[src/rtl/tagpick_pkg.sv]
package tagpick_pkg;
  typedef enum logic {
    TP_RAND = 1'b0,
    TP_ADD  = 1'b1
  } tp_mode_e;

  // feedback taps of the 16-bit seed register
  localparam int TP_TAP0 = 0;
  localparam int TP_TAP1 = 2;
  localparam int TP_TAP2 = 3;
  localparam int TP_TAP3 = 5;
endpackage

[src/rtl/tagpick_lfsr.sv]
module tagpick_lfsr #(
  parameter int SEED_W = 16,
  parameter int STEPS  = 4
) (
  input  logic [SEED_W-1:0] seed_in,
  output logic [SEED_W-1:0] seed_out,
  output logic [STEPS-1:0]  ofs
);
  import tagpick_pkg::*;

  logic [SEED_W-1:0] chain [STEPS+1];

  assign chain[0] = seed_in;

  for (genvar g = 0; g < STEPS; g++) begin : g_step
    logic fb;
    assign fb          = chain[g][TP_TAP3] ^ chain[g][TP_TAP2] ^
                         chain[g][TP_TAP1] ^ chain[g][TP_TAP0];
    assign chain[g+1]  = {fb, chain[g][SEED_W-1:1]};
    assign ofs[g]      = fb;
  end

  assign seed_out = chain[STEPS];
endmodule

[src/rtl/tagpick_walker.sv]
module tagpick_walker #(
  parameter int TAG_W = 4,
  localparam int NTAGS = 1 << TAG_W
) (
  input  logic             clk,
  input  logic             rst_n,
  input  logic             load,
  input  logic [TAG_W-1:0] ld_tag,
  input  logic [TAG_W-1:0] ld_ofs,
  input  logic [NTAGS-1:0] ld_mask,
  output logic             busy,
  output logic             fin_now,
  output logic [TAG_W-1:0] tag_now,
  output logic             fin,
  output logic [TAG_W-1:0] fin_tag,
  output logic [NTAGS-1:0] cur_mask
);
  logic             busy_q, busy_d;
  logic             fin_q;
  logic [TAG_W-1:0] tag_q;
  logic [TAG_W-1:0] cand_q, cand_d;
  logic [TAG_W-1:0] steps_q, steps_d;
  logic [NTAGS-1:0] mask_q;
  logic [TAG_W-1:0] nxt;
  logic             cand_en;

  assign nxt = cand_q + 1'b1;

  always_comb begin
    busy_d  = busy_q;
    cand_d  = cand_q;
    steps_d = steps_q;
    fin_now = 1'b0;
    tag_now = '0;
    cand_en = 1'b0;
    if (load) begin
      busy_d  = 1'b1;
      cand_en = 1'b1;
      // offset 0 is one step taken from the tag just below the start
      if (ld_ofs == '0) begin
        cand_d  = ld_tag - 1'b1;
        steps_d = TAG_W'(1);
      end else begin
        cand_d  = ld_tag;
        steps_d = ld_ofs;
      end
    end else if (busy_q) begin
      if (&mask_q) begin
        busy_d  = 1'b0;
        fin_now = 1'b1;
      end else begin
        cand_en = 1'b1;
        cand_d  = nxt;
        if (!mask_q[nxt]) begin
          if (steps_q == TAG_W'(1)) begin
            busy_d  = 1'b0;
            fin_now = 1'b1;
            tag_now = nxt;
          end else begin
            steps_d = steps_q - 1'b1;
          end
        end
      end
    end
  end

  always_ff @(posedge clk or negedge rst_n) begin
    if (!rst_n) begin
      busy_q  <= 1'b0;
      fin_q   <= 1'b0;
      tag_q   <= '0;
      cand_q  <= '0;
      steps_q <= '0;
      mask_q  <= '0;
    end else begin
      busy_q <= busy_d;
      fin_q  <= fin_now;
      if (fin_now) tag_q <= tag_now;
      if (cand_en) begin
        cand_q  <= cand_d;
        steps_q <= steps_d;
      end
      if (load) mask_q <= ld_mask;
    end
  end

  assign busy     = busy_q;
  assign fin      = fin_q;
  assign fin_tag  = tag_q;
  assign cur_mask = mask_q;
endmodule

[src/rtl/tagpick_unit.sv]
module tagpick_unit #(
  parameter int          TAG_W     = 4,
  parameter int          SEED_W    = 16,
  parameter logic [15:0] RST_SEED  = 16'hACE1,
  parameter logic [3:0]  RST_START = 4'h0,
  localparam int         NTAGS     = 1 << TAG_W,
  localparam int         WORD_W    = SEED_W + 8
) (
  input  logic              clk,
  input  logic              rst_n,
  input  logic [NTAGS-1:0]  ctl_excl,
  input  logic              ctl_reseed_en,
  input  logic              cfg_wr_en,
  input  logic [SEED_W-1:0] cfg_wr_seed,
  input  logic [TAG_W-1:0]  cfg_wr_start,
  input  logic              req_valid,
  input  logic              req_add_mode,
  input  logic [NTAGS-1:0]  req_excl,
  input  logic [TAG_W-1:0]  req_tag,
  input  logic [TAG_W-1:0]  req_ofs,
  output logic              busy,
  output logic              done,
  output logic [TAG_W-1:0]  res_tag,
  output logic [WORD_W-1:0] st_word
);
  import tagpick_pkg::*;

  logic [SEED_W-1:0] seed_q, seed_d, pend_q, seed_use, lf_seed;
  logic [TAG_W-1:0]  start_q, start_d, lf_ofs;
  tp_mode_e          mode_q;
  logic              accept, st_en, fin_now;
  logic [TAG_W-1:0]  tag_now, ld_tag, ld_ofs;
  logic [NTAGS-1:0]  ld_mask, cur_mask;

  assign seed_use = (seed_q == '0 && ctl_reseed_en) ? SEED_W'(1) : seed_q;

  tagpick_lfsr #(.SEED_W(SEED_W), .STEPS(TAG_W)) i_lfsr (
    .seed_in (seed_use),
    .seed_out(lf_seed),
    .ofs     (lf_ofs)
  );

  assign accept  = req_valid && !busy;
  assign ld_tag  = req_add_mode ? req_tag  : start_q;
  assign ld_ofs  = req_add_mode ? req_ofs  : lf_ofs;
  assign ld_mask = req_add_mode ? ctl_excl : (ctl_excl | req_excl);

  tagpick_walker #(.TAG_W(TAG_W)) i_walk (
    .clk     (clk),
    .rst_n   (rst_n),
    .load    (accept),
    .ld_tag  (ld_tag),
    .ld_ofs  (ld_ofs),
    .ld_mask (ld_mask),
    .busy    (busy),
    .fin_now (fin_now),
    .tag_now (tag_now),
    .fin     (done),
    .fin_tag (res_tag),
    .cur_mask(cur_mask)
  );

  always_comb begin
    st_en   = 1'b0;
    seed_d  = seed_q;
    start_d = start_q;
    if (cfg_wr_en) begin
      st_en   = 1'b1;
      seed_d  = cfg_wr_seed;
      start_d = cfg_wr_start;
    end else if (fin_now && mode_q == TP_RAND) begin
      st_en   = 1'b1;
      seed_d  = pend_q;
      start_d = tag_now;
    end
  end

  always_ff @(posedge clk or negedge rst_n) begin
    if (!rst_n) begin
      seed_q  <= RST_SEED;
      start_q <= RST_START;
      pend_q  <= '0;
      mode_q  <= TP_RAND;
    end else begin
      if (st_en) begin
        seed_q  <= seed_d;
        start_q <= start_d;
      end
      if (accept) begin
        pend_q <= lf_seed;
        mode_q <= req_add_mode ? TP_ADD : TP_RAND;
      end
    end
  end

  assign st_word = {seed_q, {(8 - TAG_W){1'b0}}, start_q};
endmodule

[config.mk]
export PLATFORM = sky130hd
export DESIGN_NAME = tagpick_unit
export DESIGN_NICKNAME = d
export VERILOG_FILES = /design/src/rtl/tagpick_pkg.sv /design/src/rtl/tagpick_lfsr.sv /design/src/rtl/tagpick_walker.sv /design/src/rtl/tagpick_unit.sv
export SDC_FILE = /design/constraint.sdc
export NUM_CORES = 1
export LEC_CHECK = 0
export BUFFER_PORTS_ARGS = -buffer_cell sky130_fd_sc_hd__buf_2
export CORE_UTILIZATION = 28
export DETAILED_ROUTE_END_ITERATION = 8
export GPL_ROUTABILITY_DRIVEN = 0
export RECOVER_POWER = 100
export SLEW_MARGIN = 40
export SYNTH_ARGS = -nofsm -noshare
export SYNTH_HDL_FRONTEND = slang
export SYNTH_HIERARCHICAL = 1
export SYNTH_SLANG_ARGS = --single-unit
[constraint.sdc]
create_clock -name clk -period 3.6 [get_ports clk]
set_input_delay 0.18 -clock clk [delete_from_list [all_inputs] [get_ports clk]]
set_output_delay 0.18 -clock clk [all_outputs]
set_load 0.005 [all_outputs]
Word level (Yosys, flattened, before mapping)

Cells that the tools add are included.

Output and inout bits: 30
Input port bits: 66
Word-level logic and storage cells: 85
Register bits after elaboration: 67

Equal/unequal tests: 4
Multiplexer cells: 41
Add/subtract/negate cells: 3
Magnitude comparators: 1
Bitwise gates (word level): 14
Reductions and logical operators: 12

Operators with widths:

| kind                | number |
|---|---|
| $mux 4              | 19 |
| $mux 16             | 4 |
| $mux 1              | 17 |
| $logic_not 16->1    | 1 |
| $or 16x16->16       | 1 |
| $reduce_and 16->1   | 1 |
| $xor 1x1->1         | 12 |
| $sub 4x1->4 const B | 2 |
| $ne 2x2->1 const B  | 3 |
| $lt 4x5->1 const B  | 1 |
| $reduce_and 5->1    | 1 |
| $add 4x1->4 const B | 1 |
| $bmux 1 s4          | 1 |
| $eq 4x1->1 const B  | 1 |
| $logic_not 4->1     | 1 |
| $reduce_bool 2->1   | 2 |
| $logic_and 1x1->1   | 3 |
| $reduce_and 3->1    | 1 |
| $reduce_and 2->1    | 1 |
| $logic_not 1->1     | 1 |
| $not 1->1           | 1 |

Logic depth before layout (Yosys ltp)

Gate-level depths: netlist of the first run.

Word-level depth: 11
Mapped depth: 11
Gate-level depth less buffers: 10

Hierarchy

The synthesis of the first run kept the hierarchy.

By module, submodules not included:

| module         | instances | cells an instance | area each (µm²) |
|---|---|---|---|
| tagpick_unit   | 1         | 176               | 1984.4 |
| tagpick_walker | 1         | 142               | 1620.3 |
| tagpick_lfsr   | 1         | 30                | 252.7 |

Worst setup path before layout of the first run

OpenSTA, ideal clock, no wires.

Kind: reg2reg
From: register i_walk.cand_q[0]
To: register seed_q[1]
Data arrival time: 2.562 ns
Path buffers: 2
Slack: 0.904 ns
Cell stages (with the launch flop): 11
Cells stage by stage: dfrtp_1 -> ha_1 -> mux4_2 -> mux4_2 -> buf_6 -> or2_1 -> a21oi_1 -> nand2b_2 -> buf_6 -> mux2i_1 -> o21ai_0

Word-level cells in the longest chain between the ends: 11
Elaborated cells between the ends (all ways): 12
Those cells by class: add/sub: 1; mux: 8; reduce/logical: 3

RTL lines:

| what                                  | line                 | text |
|---|---|---|
| from (decl)                           | tagpick_walker.sv:21 | `logic [TAG_W-1:0] cand_q, cand_d;` |
| from (signal assigned)                | tagpick_walker.sv:80 | `cand_q <= cand_d;` |
| $add 4x1->4 (*)                       | tagpick_walker.sv:27 | `assign nxt = cand_q + 1'b1;` |
| $bmux 1 s4 (*)                        | tagpick_walker.sv:54 | `if (!mask_q[nxt]) begin` |
| $mux 1 (not written as such) (*)      | tagpick_walker.sv:54 |  |
| $mux 1 (*)                            | tagpick_walker.sv:54 |  |
| $mux 1 (*)                            | tagpick_walker.sv:48 | `if (&mask_q) begin` |
| $mux 1 (*)                            | tagpick_walker.sv:47 | `end else if (busy_q) begin` |
| $mux 1 (*)                            | tagpick_walker.sv:36 | `if (load) begin` |
| via fin_now                           | tagpick_unit.sv:31   | `logic accept, st_en, fin_now;` |
| $logic_and 1x1->1 (*)                 | tagpick_unit.sv:71   | `end else if (fin_now && mode_q == TP_RAND) begin` |
| $mux 1                                | tagpick_unit.sv:71   |  |
| $mux 1                                | tagpick_unit.sv:67   | `if (cfg_wr_en) begin` |
| $reduce_and 2->1 (no source line) (*) | -                    |  |
| to (signal assigned)                  | tagpick_unit.sv:80   | `seed_q <= RST_SEED;` |
| to (signal assigned)                  | tagpick_unit.sv:86   | `seed_q <= seed_d;` |
| to (decl)                             | tagpick_unit.sv:28   | `logic [SEED_W-1:0] seed_q, seed_d, pend_q, seed_use, lf_seed;` |

The timed path passes the listed nets; every way through them passes the cells marked *. The select of a mux whose other input is x is not followed.
A chain may end at the register's enable or synchronous reset.

Worst setup path after layout of the first run

From: register i_walk.cand_q[1]
To: register start_q[0]

Word-level cells in the longest chain between the ends: 11
Elaborated cells between the ends (all ways): 18
Those cells by class: add/sub: 1; mux: 14; reduce/logical: 3

RTL lines:

| what                                  | line                 | text |
|---|---|---|
| $add 4x1->4 (*)                       | tagpick_walker.sv:27 |  |
| $bmux 1 s4 (*)                        | tagpick_walker.sv:54 |  |
| $mux 1 (not written as such) (*)      | tagpick_walker.sv:54 |  |
| $mux 1 (*)                            | tagpick_walker.sv:54 |  |
| $mux 1 (*)                            | tagpick_walker.sv:48 |  |
| $mux 1 (*)                            | tagpick_walker.sv:47 |  |
| $mux 1 (*)                            | tagpick_walker.sv:36 |  |
| via fin_now                           | tagpick_unit.sv:31   |  |
| $logic_and 1x1->1 (*)                 | tagpick_unit.sv:71   |  |
| $mux 1                                | tagpick_unit.sv:71   |  |
| $mux 1                                | tagpick_unit.sv:67   |  |
| $reduce_and 2->1 (no source line) (*) | -                    |  |
| to (signal assigned)                  | tagpick_unit.sv:87   | `start_q <= start_d;` |
| to (decl)                             | tagpick_unit.sv:29   | `logic [TAG_W-1:0] start_q, start_d, lf_ofs;` |

Marked as above.

==> reports/qor.txt, run 1 <==
Synth Warn # - 6
Setup Buffers After CTS - 0
Std-Cell Rows - 42
Top cells by count, synth - dfrtp_1, mux2_2, nand2_1, buf_4, clkbuf_1
Synth top area share - 38.27%
DRT iter0 DRCs - 145
Gr ovfl total - 0
Initial antenna violation count - 0
Htree depth - 3
Area of the multi-input gates - 0.001764 mm2
Ys flop type - dfrtp_1
Initial Utilization - 28.90%
Worst Path Buf+Inv - 1
Syn Inst Count - 348
Root Driver - clkbuf_16
Post-synth EDFFs - 0
Critical path, cell by cell - ha_1 -> mux4_2 -> mux4_2 -> or2_0 -> a21oi_1 -> nand2b_2 -> buf_4 -> mux2i_1 -> o21ai_0
Clk_skew - 0.006630 ns
IO Pins - 96
Peak VDD IR - 281.1 uV
Max-slew headroom - -18.06%
IO Port Bufs - 91
Register area share after synthesis - 43.72%
Final period util - 84.84%
Die area - 0.01425 mm2
Leakage - 2.070 nW
DPL Wire Length - 6.831 mm
Final hold viol count - 0
Min-delay worst type - input port to flop
Vias in the first global route - 2799
Distinct cells, synth - 44
Synth-to-layout area growth - 15.89%
Achievable Freq - 0.3274 GHz
Post-synth ARST share - 100.0%
Final core utilization - 33.49%
CP Launch Type - flop
PD cells - 751.0 mW/mm2
Largest net degree at the start of global routing - 41
Max incr delay on CP - 0.60 ns
Avg WL per Cell - 15.21 um
Syn Std Cell Area - 0.003857 mm2
Ranking of synthesized cells by area - dfrtp_1, mux2_2, dfstp_2, mux2i_1, buf_4
CP max stage cell - mux4_2
Max-Cap Viols - 2
Storage cell area - 0.001687 mm2
Setup TNS Final - 0 ns
Worst path most repeated cell - mux4_2
Vias per Instance - 4.700
Die Y - 119.4 um
Reg clk slew, reported paths - 0.06 ns
Detail Route Antenna Nets - 0
Worst setup path startpoint - i_walk/cand_q[1]$_DFFE_PN0P_
First-pass GRT wire length - 14.71 mm
Slew Limit Fails - 64
DRT Pass-1 Iters - 4
Tot Pwr - 3.358 mW
CTS tree - built
Reg-to-reg startpoint - i_walk/cand_q[1]$_DFFE_PN0P_
Share of cells above drive strength 1 - 34.39%
Post-CTS resize count - 0
Clk Latency, worst-skew pair - 0.34 ns
Fin crit period - 3.054 ns
Crit. End Element - flop
Yosys reg bits - 67
CTS Buf Count - 9
Gr usage total - 13.48%
DRC viols - 0
Failing checks - capacitance limit, slew limit
Crit path required time - 3.84 ns
Crit-path max FO - 19
Worst EP arrival - 3.30 ns
# fillers - 1393
Final setup vio count - 0
Width of the die - 119.4 um
Status - finished, violations left
Most used standard cell by instance count after synthesis - dfrtp_1
Unrepaired setup endpoints after global routing - no
Max Buffers Root-to-Sink - 2
Via count - 2754
Antenna cells - 0
CORE AREA - 0.01335 mm2
Fin nets - 475
Kind of critical path - flop to flop
# hold bufs at CTS - 1
Hold path start - cfg_wr_seed[10]
Synth Area per Inst - 11.08 um2
Least-Margin Pin Slew - 1.771 ns
Leading area contributor after synthesis - dfrtp_1
CP top delay family - multiplexers
Clk sinks - 67
Post-Route WL - 8.915 mm
[power by group]
group | internal (mW) | switching [mW]
clock | 0.504 | 0.332
combinational | 0.639 | 0.593
sequential | 1.05 | 0.239
[tightest hold or removal path, stage by stage]
cell	delay, ns
buf_2	0.08
nand2_1	0.04
o21ai_0	0.06
[layout make-up]
cell class,count,share of cell area (%)
Clock buffer,11,5.654
Timing Repair Buffer,98,10.75
Clock inverter,5,0.8116
Tap cell,176,4.926
Inverter,8,0.6717
Sequential cell,67,37.73
Multi-Input combinational cell,221,39.46
[path summary, 6_finish.rpt]
kind	end	slack, ns	depth (start not counted)
setup reg to reg	start_q[0]$_DFFE_PN0P_	0.55	9
setup / recovery	start_q[0]$_DFFE_PN0P_	0.55	9
max in group asynchronous	start_q[1]$_DFFE_PN0P_	1.08	3
hold reg to reg	pend_q[12]$_DFFE_PN0P_	0.49	1
min in group asynchronous	i_walk/cur_mask[7]$_DFFE_PN0P_	0.85	2
hold / removal	seed_q[10]$_DFFE_PN1P_	0.06	3
[metrics by stage]
step	worst slack [ns]	hold slack, ns	area [um2]	std cells
6_report	0.5457	0.05892	4471	586
5_1_grt	0.3021	0.05717	4471	586
4_1_cts	0.5709	0.03647	4531	586
3_5_place_dp	0.5780	0.2864	4232	569
3_3_place_gp	0.6843	0.2848	4232	569
2_1_floorplan	0.9038	-0.1156	3869	351
[registers in the layout, indices dropped and copies added (netlist names)]
name             count
i_walk/fin           1
seed_q              16
i_walk/fin_tag       4
i_walk/steps_q       4
i_walk/cur_mask     16
pend_q              16
mode_q               1
i_walk/busy          1
i_walk/cand_q        4
start_q              4
[placed cells by master (no fill, tap or decap), types with 7 or more instances in the layout]
cell type,count
clkbuf_16,9
clkbuf_1,16
o21ai_0,25
inv_1,8
a21o_1,16
dfrtp_1,59
buf_2,79
mux2i_1,21
nor2_1,7
mux2_2,33
dfstp_1,8
mux2_1,8
nand2_1,30
xnor2_1,14
[routing by layer]
layer	GRT usage [%]	wire (um)
met5	0	0
met4	5.156	125
met3	4.981	637
met2	19.26	3902
met1	18.39	4250
[kinds of logic after synthesis]
logic type | after synthesis | share of synthesized area (%)
buf+inv | 63 | 10.06
flops | 67 | 43.72
mux | 68 | 21.51
xor+xnor | 18 | 4.476
fa+ha+maj | 4 | 1.297
other cells | 1 | 0.09721
compound gates | 58 | 9.699
simple gates | 69 | 9.147
Power figures use the tool's default switching activity.
==> run 2: changes to the inputs <==
==> constraint.sdc (replaced) <==
create_clock -name clk -period 2.8 [get_ports clk]
set_input_delay 0.14 -clock clk [delete_from_list [all_inputs] [get_ports clk]]
set_output_delay 0.14 -clock clk [all_outputs]
set_load 0.005 [all_outputs]
==> run 2 against run 1 <==
Net effect:
- the run still ends with capacitance limit, slew limit left
- clock skew shrank 0.0019 ns
- largest cell class unchanged
- worst hold slack lost 0.046 ns
- critical endpoint is now seed_q[1]$_DFFE_PN0P_
- first-iteration DRC count shrank 20%
- final cell count grew 1.0%
- power grew 33%
- combinational power grew 39%
==> reports/qor.txt, run 2 (synthesized netlist as in run 1, its figures left out) <==
Status - finished, violations left
Failing checks - capacitance limit, slew limit
Leakage - 2.130 nW (+2.9%)
Critical path, cell by cell - buf_6 -> mux4_2 -> mux4_2 -> or2_4 -> a21oi_4 -> nand2b_4 -> buf_4 -> mux2i_1 -> o21ai_0
Antenna cells - 0 (unchanged)
Tot Pwr - 4.451 mW (+33%)
DRT met1 WL - 4.493 mm (+5.7%)
CORE AREA - 0.01335 mm2 (unchanged)
Met2 routed WL - 4.163 mm (+6.7%)
IO Port Bufs - 91 (unchanged)
Post-Route WL - 9.303 mm (+4.4%)
Crit. End Element - flop
Via count - 2718 (-1.3%)
Vias in the first global route - 2800 (+0.036%)
Vias per Instance - 4.591 (-2.3%)
Width of the die - 119.4 um (unchanged)
Clk Latency, worst-skew pair - 0.33 ns (about the same)
Commonest non-fill, non-tap cell in the layout - buf_2
Min-delay worst type - input port to flop
Root Driver - clkbuf_16
Clk sinks - 67 (unchanged)
Share of cells above drive strength 1 - 36.54% (+2.1 points)
Synth-to-layout area growth - 19.01%
Die Y - 119.4 um (unchanged)
Least-Margin Pin Slew - 1.678 ns (-0.09311 ns)
Kind of critical path - flop to flop
DR top layer - met4
Pre-CTS setup slack - -0.05781 ns (-0.6358 ns)
Final period util - 96.49% (+12 points)
Crit-path max FO - 7 (-12)
Detail Route Antenna Nets - 0 (unchanged)
Achievable Freq - 0.3701 GHz (+13%)
Std-Cell Rows - 42 (unchanged)
DRC viols - 0 (unchanged)
Slew Limit Fails - 31 (-52%)
Unrepaired setup endpoints after global routing - no
First-pass GRT wire length - 15.04 mm (+2.3%)
Htree depth - 3 (unchanged)
DRT Pass-1 Iters - 5 (+1)
DPL Wire Length - 7.025 mm (+2.8%)
CTS tree - built
Worst EP arrival - 2.88 ns (-0.42 ns)
Initial Utilization - 28.90% (unchanged)
Fin nets - 481 (+1.3%)
Fin crit period - 2.702 ns (-0.3526 ns)
CP max stage cell - mux4_2
Max-Cap Viols - 1 (-1)
Largest net degree at the start of global routing - 41 (unchanged)
Setup TNS Final - 0 ns (unchanged)
Hold slack - 0.01252 ns (-0.04640 ns)
Max-slew headroom - -11.85% (+6.2 points)
Crit path required time - 2.98 ns (-0.86 ns)
Clk_skew - 0.004777 ns (-0.001854 ns)
Setup slack after layout - 0.09831 ns (-0.4474 ns)
Max incr delay on CP - 0.53 ns (-0.07 ns)
Commonest cells after routing, fill and taps aside - buf_2, dfrtp_1, mux2_2, nand2_1, mux2i_1
Initial antenna violation count - 0 (unchanged)
Reg clk slew, reported paths - 0.06 ns (about the same)
Avg WL per Cell - 15.71 um (+3.3%)
Final setup vio count - 0 (unchanged)
Max Buffers Root-to-Sink - 2 (unchanged)
Peak VDD IR - 364.4 uV (+30%)
Final hold viol count - 0 (unchanged)
Gr usage total - 13.90% (+0.42 points)
DRT iter0 DRCs - 116 (-20%)
IO Pins - 96 (unchanged)
CP Launch Type - flop
Gr ovfl total - 0 (unchanged)
Worst path most repeated cell - mux4_2
CTS Buf Count - 9 (unchanged)
Final core utilization - 34.39% (+0.90 points)
DR WL met3 - 485 um (-24%)
PD cells - 969.5 mW/mm2 (+29%)
Die area - 0.01425 mm2 (unchanged)
-- run 2: path summary, 6_finish.rpt --
path                       depth (start not counted)  slack (ns)                              to                          from
max in group asynchronous                          3        0.58           seed_q[1]$_DFFE_PN0P_                         rst_n
min in group asynchronous                          2        0.78  i_walk/cur_mask[9]$_DFFE_PN0P_                         rst_n
setup reg to reg                                   9         0.1           seed_q[1]$_DFFE_PN0P_  i_walk/cand_q[0]$_DFFE_PN0P_
hold / removal                                     3        0.01           seed_q[6]$_DFFE_PN1P_                cfg_wr_seed[6]
setup / recovery                                   9         0.1           seed_q[1]$_DFFE_PN0P_  i_walk/cand_q[0]$_DFFE_PN0P_
hold reg to reg                                    1        0.49          pend_q[13]$_DFFE_PN0P_        pend_q[13]$_DFFE_PN0P_
-- run 2: metrics by stage --
step,cells,cell area [um2]
global route,592,4591
floorplan,351,3869
finish,592,4591
detailed placement,573,4287
CTS,590,4602
global placement,573,4287
-- run 2: power by group --
group	switching, mW	internal [mW]	leakage, nW	total [mW]
combinational	0.779	0.927	1.23	1.71
clock	0.426	0.648	0.134	1.07
sequential	0.317	1.35	0.770	1.67
-- run 2: critical path: cells and delay by family (launching register included) --
family,cells,cell delay [ns]
AOI/OAI and AO/OA,2,0.26
buffers and inverters,2,0.34
DFF,1,0.41
and+or+nand+nor,2,0.38
muxes,3,1.17
-- run 2: cell type report --
cell class / count / area [um2]
tap: 176 / 220.2
timing repair buffer: 104 / 561.8
multi-input combinational: 221 / 1803
clock inverter: 5 / 36.28
inverter: 8 / 30.03
sequential: 67 / 1687
clock buffer: 11 / 252.7
fill: 1403 / 8757
-- run 2: metal layers --
metal,track usage (%),vias to the layer above
met2,20.46,71
met5,0,-
li1,-,1317
met1,19.35,1320
met3,3.400,10
met4,5.859,0
-- run 2: what timing repair did --
| action | 4_1_cts | 5_1_grt |
|---|---|---|
| hold buffers | 1 | 0 |
| gates resized for setup | 2 | 6 |
| endpoints found under the hold margin | 28 | 0 |
| gates cloned | 0 | 1 |
| pin swaps | 0 | 1 |
| setup endpoints to repair | 14 | 20 |
| setup buffers | 0 | 1 |
==> run 3: changes to the inputs <==
--- a/config.mk
+++ b/config.mk
@@ -13,5 +13,4 @@
 export SLEW_MARGIN = 40
 export SYNTH_ARGS = -nofsm -noshare
 export SYNTH_HDL_FRONTEND = slang
-export SYNTH_HIERARCHICAL = 1
 export SYNTH_SLANG_ARGS = --single-unit
==> run 3 against run 2 <==
Net effect:
- the run now ends clean
- sequential power about the same
- critical path depth unchanged
- global-route usage increased by 0.51 points
- highest routed layer unchanged
- flip-flop and latch count unchanged
- clock power increased by 16%
- routed wire length decreased by 1.8%
- clock-buffer cell count increased by 1
- final area increased by 0.95%
- non-clock buffer count increased by 7
- critical endpoint is now seed_q[9]$_DFFE_PN0P_
- first-iteration DRC count decreased by 1.7%
- die area decreased by 8.6%
- combinational power increased by 9%
==> reports/qor.txt, run 3 <==
Leading area contributor after synthesis - dfrtp_1
Most used standard cell by instance count after synthesis - nand2_1
Adder-Cell Fraction of Synth Area - 1.422% (+0.12 points)
Std-Cell Rows - 40 (-4.8%)
DRT Pass-1 Iters - 4 (-1)
Root Driver - clkbuf_16
Compound-cell area share of the yosys netlist - 9.812% (+0.11 points)
Post-synth ARST share - 100.0% (unchanged)
Sequential power share - 35.4% (-2.1 points)
Internal Power - 3.197 mW (+9.2%)
DRC viols - 0 (unchanged)
Ys flop type - dfrtp_1
Leakage - 2.182 nW (+2.4%)
Max-slew headroom - 14.90% (+27 points)
Crit path required time - 3.02 ns (+0.04 ns)
Crit-path max FO - 5 (-2)
M2 GR Usage - 23.92% (+3.5 points)
GRT met1 Usage - 18.46% (-0.89 points)
Gr usage total - 14.41% (+0.51 points)
Yosys reg bits - 67 (unchanged)
Final core utilization - 38.26% (+3.9 points)
Post-synth EDFFs - 0 (unchanged)
Worst EP arrival - 2.95 ns (+0.07 ns)
IO Pins - 96 (unchanged)
Met3 usage in global routing - 2.594% (-0.81 points)
Initial Utilization - 29.06% (+0.16 points)
Tot Pwr - 4.797 mW (+7.8%)
Crit. End Element - flop
PD cells - 1035 mW/mm2 (+6.8%)
Avg WL per Cell - 14.83 um (-5.7%)
Synth Warn # - 0 (-6)
Fin crit period - 2.727 ns (+0.02557 ns)
Vias in the first global route - 2777 (-0.82%)
Reg clk slew, reported paths - 0.06 ns (about the same)
Clk_skew - 0.006162 ns (+0.001385 ns)
Via count - 2813 (+3.5%)
Syn Inst Count - 339 (-2.6%)
CTS Buf Count - 9 (unchanged)
Achievable Freq - 0.3667 GHz (-0.94%)
Syn Std Cell Area - 0.003520 mm2 (-8.8%)
Peak VDD IR - 346.3 uV (-5.0%)
Distinct cells, synth - 42 (-4.5%)
Top Usage Layer GRT - met2
Final std cells w/o fill - 616 (+4.1%)
CTS tree - built
Vias per Instance - 4.567 (-0.54%)
Hold slack - 0.03828 ns (+0.02576 ns)
DPL Wire Length - 6.456 mm (-8.1%)
Gr ovfl total - 0 (unchanged)
Ranking of synthesized cells by area - dfrtp_1, mux2_2, nand2_1, dfstp_2, mux2i_1
Die Y - 114.1 um (-4.4%)
Synth Area in XOR/XNOR - 4.230% (-0.25 points)
Critical path, cell by cell - buf_6 -> mux4_1 -> mux2i_1 -> mux2i_2 -> nand2b_4 -> a21oi_4 -> clkbuf_16 -> mux2_4 -> mux2_4
First-pass GRT wire length - 14.34 mm (-4.7%)
Min-delay worst type - input port to flop
Simple-gate share of the synthesized area - 14.47% (+5.3 points)
Multiplexer share of the synthesized area - 17.85% (-3.7 points)
Largest family of logic cells by synthesized area - multiplexers
Switching Share - 33.35% (-0.86 points)
Share of cells above drive strength 1 - 36.69% (+0.15 points)
Htree depth - 3 (unchanged)
Slew Limit Fails - 0 (-100%)
CP max stage cell - mux4_1
Commonest cells after routing, fill and taps aside - buf_2, nand2_1, dfrtp_1, o21ai_0, mux2_2
Setup slack after layout - 0.07274 ns (-0.02557 ns)
Final setup vio count - 0 (unchanged)
Clock power share - 25.8% (+1.7 points)
Post-Route WL - 9.133 mm (-1.8%)
Fin nets - 512 (+6.4%)
Commonest non-fill, non-tap cell in the layout - buf_2
Max incr delay on CP - 0.54 ns (about the same)
Status - finished, final reports clean
Synth-to-layout area growth - 31.67%
Synth Area per Inst - 10.38 um2 (-6.3%)
Max Buffers Root-to-Sink - 2 (unchanged)
Least-Margin Pin Slew - 1.277 ns (-0.4013 ns)
Kind of critical path - flop to flop
Register area share after synthesis - 47.92% (+4.2 points)
Pre-CTS setup slack - 0.02924 ns (+0.08706 ns)
Clk Latency, worst-skew pair - 0.33 ns (about the same)
Detail Route Antenna Nets - 0 (unchanged)
Clk sinks - 67 (unchanged)
Unrepaired setup endpoints after global routing - yes
CP Launch Type - flop
Logic pwr share - 38.7% (+0.4 points)
Final hold viol count - 0 (unchanged)
Cells after DPL - 592 (+3.3%)
Die area - 0.01302 mm2 (-8.6%)
Initial antenna violation count - 0 (unchanged)
IO Port Bufs - 91 (unchanged)
Worst path most repeated cell - mux2_4
Largest net degree at the start of global routing - 34 (-17%)
Psw - 1.600 mW (+5.1%)
Top cells by count, synth - nand2_1, dfrtp_1, mux2_2, o21ai_0, a21oi_1
Max-Cap Viols - 0 (-1)
DRT iter0 DRCs - 114 (-1.7%)
Final period util - 97.40% (+0.91 points)
Synth top area share - 41.95% (+3.7 points)
CORE AREA - 0.01211 mm2 (-9.3%)
Width of the die - 114.1 um (-4.4%)
## run 3: cell count changes after synthesis, moves of 4 or more
cell	previous run	this run
mux4_2	5	0
a21o_1	16	1
mux2_4	9	0
o21ai_0	17	26
xnor2_1	14	9
buf_4	26	4
xor2_1	2	8
nand2_1	30	74
a21oi_1	3	22
nand2b_1	0	5
clkbuf_1	23	12
mux2i_1	21	14
o21ai_1	10	0
mux4_1	0	4
## run 3: what timing repair did
action,4_1_cts,5_1_grt
hold endpoints to repair,16,0
gates cloned,0,2
resized for setup,0,19
endpoints found under the setup margin,1,16
pin swaps,0,1
setup buffers,1,3
hold buffers,1,0
## run 3: final timing paths
path / start / endpoint / slack (ns) / cells after the start
worst max-delay path: i_walk.cand_q[0]$_DFFE_PN0P_ / seed_q[9]$_DFFE_PN0P_ / 0.07 / 9
worst min-delay path: cfg_wr_seed[7] / seed_q[7]$_DFFE_PN1P_ / 0.04 / 2
worst max register to register: i_walk.cand_q[0]$_DFFE_PN0P_ / seed_q[9]$_DFFE_PN0P_ / 0.07 / 9
worst min register to register: pend_q[6]$_DFFE_PN0P_ / pend_q[6]$_DFFE_PN0P_ / 0.48 / 2
max in group asynchronous: rst_n / i_walk.cand_q[0]$_DFFE_PN0P_ / 0.60 / 3
min in group asynchronous: rst_n / seed_q[9]$_DFFE_PN0P_ / 0.61 / 2
## run 3: per-stage QoR
step                instance area (um2)  TNS [ns]
global route                       4632   -0.1536
detailed placement                 4180         0
finish                             4634         0
global placement                   4180         0
CTS                                4527         0
floorplan                          3531         0
## run 3: layer usage
layer	wire, um	up-vias
met1	4103	1355
met5	0	-
li1	-	1380
met2	4493	62
met4	220	0
met3	316	16
## run 3: cells by family after synthesis
family | count (synthesis)
and+or+nand+nor | 112
DFF | 67
AOI/OAI and AO/OA | 59
muxes | 52
buffers and inverters | 27
xor gates and xnor gates | 17
adders and majority gates | 4
other | 1
## run 3: area by class of cell
class / count / area, um2
fill: 1234 / 7477
multi-input combinational: 248 / 1745
sequential: 67 / 1688
timing repair buffer: 111 / 640.6
clock buffer: 12 / 256.5
tap: 168 / 210.2
clock inverter: 4 / 72.57
inverter: 5 / 18.77
antenna: 1 / 2.502
## run 3: worst max-delay path: cells and delay by family (launching register included)
family | cells | cell delay (ns)
AOI/OAI and AO/OA | 1 | 0.27
buffers and inverters | 2 | 0.35
muxes | 5 | 1.38
and+or+nand+nor | 1 | 0.18
DFF | 1 | 0.42
## run 3: power groups by stage
stage	clock network [mW]	registers, mW	logic (mW)
floorplan	0	1.59	1.18
global placement	0	1.68	1.61
detailed placement	0	1.69	1.66
CTS	1.26	1.68	1.69
global route	1.30	1.75	2.07
finish	1.24	1.70	1.86
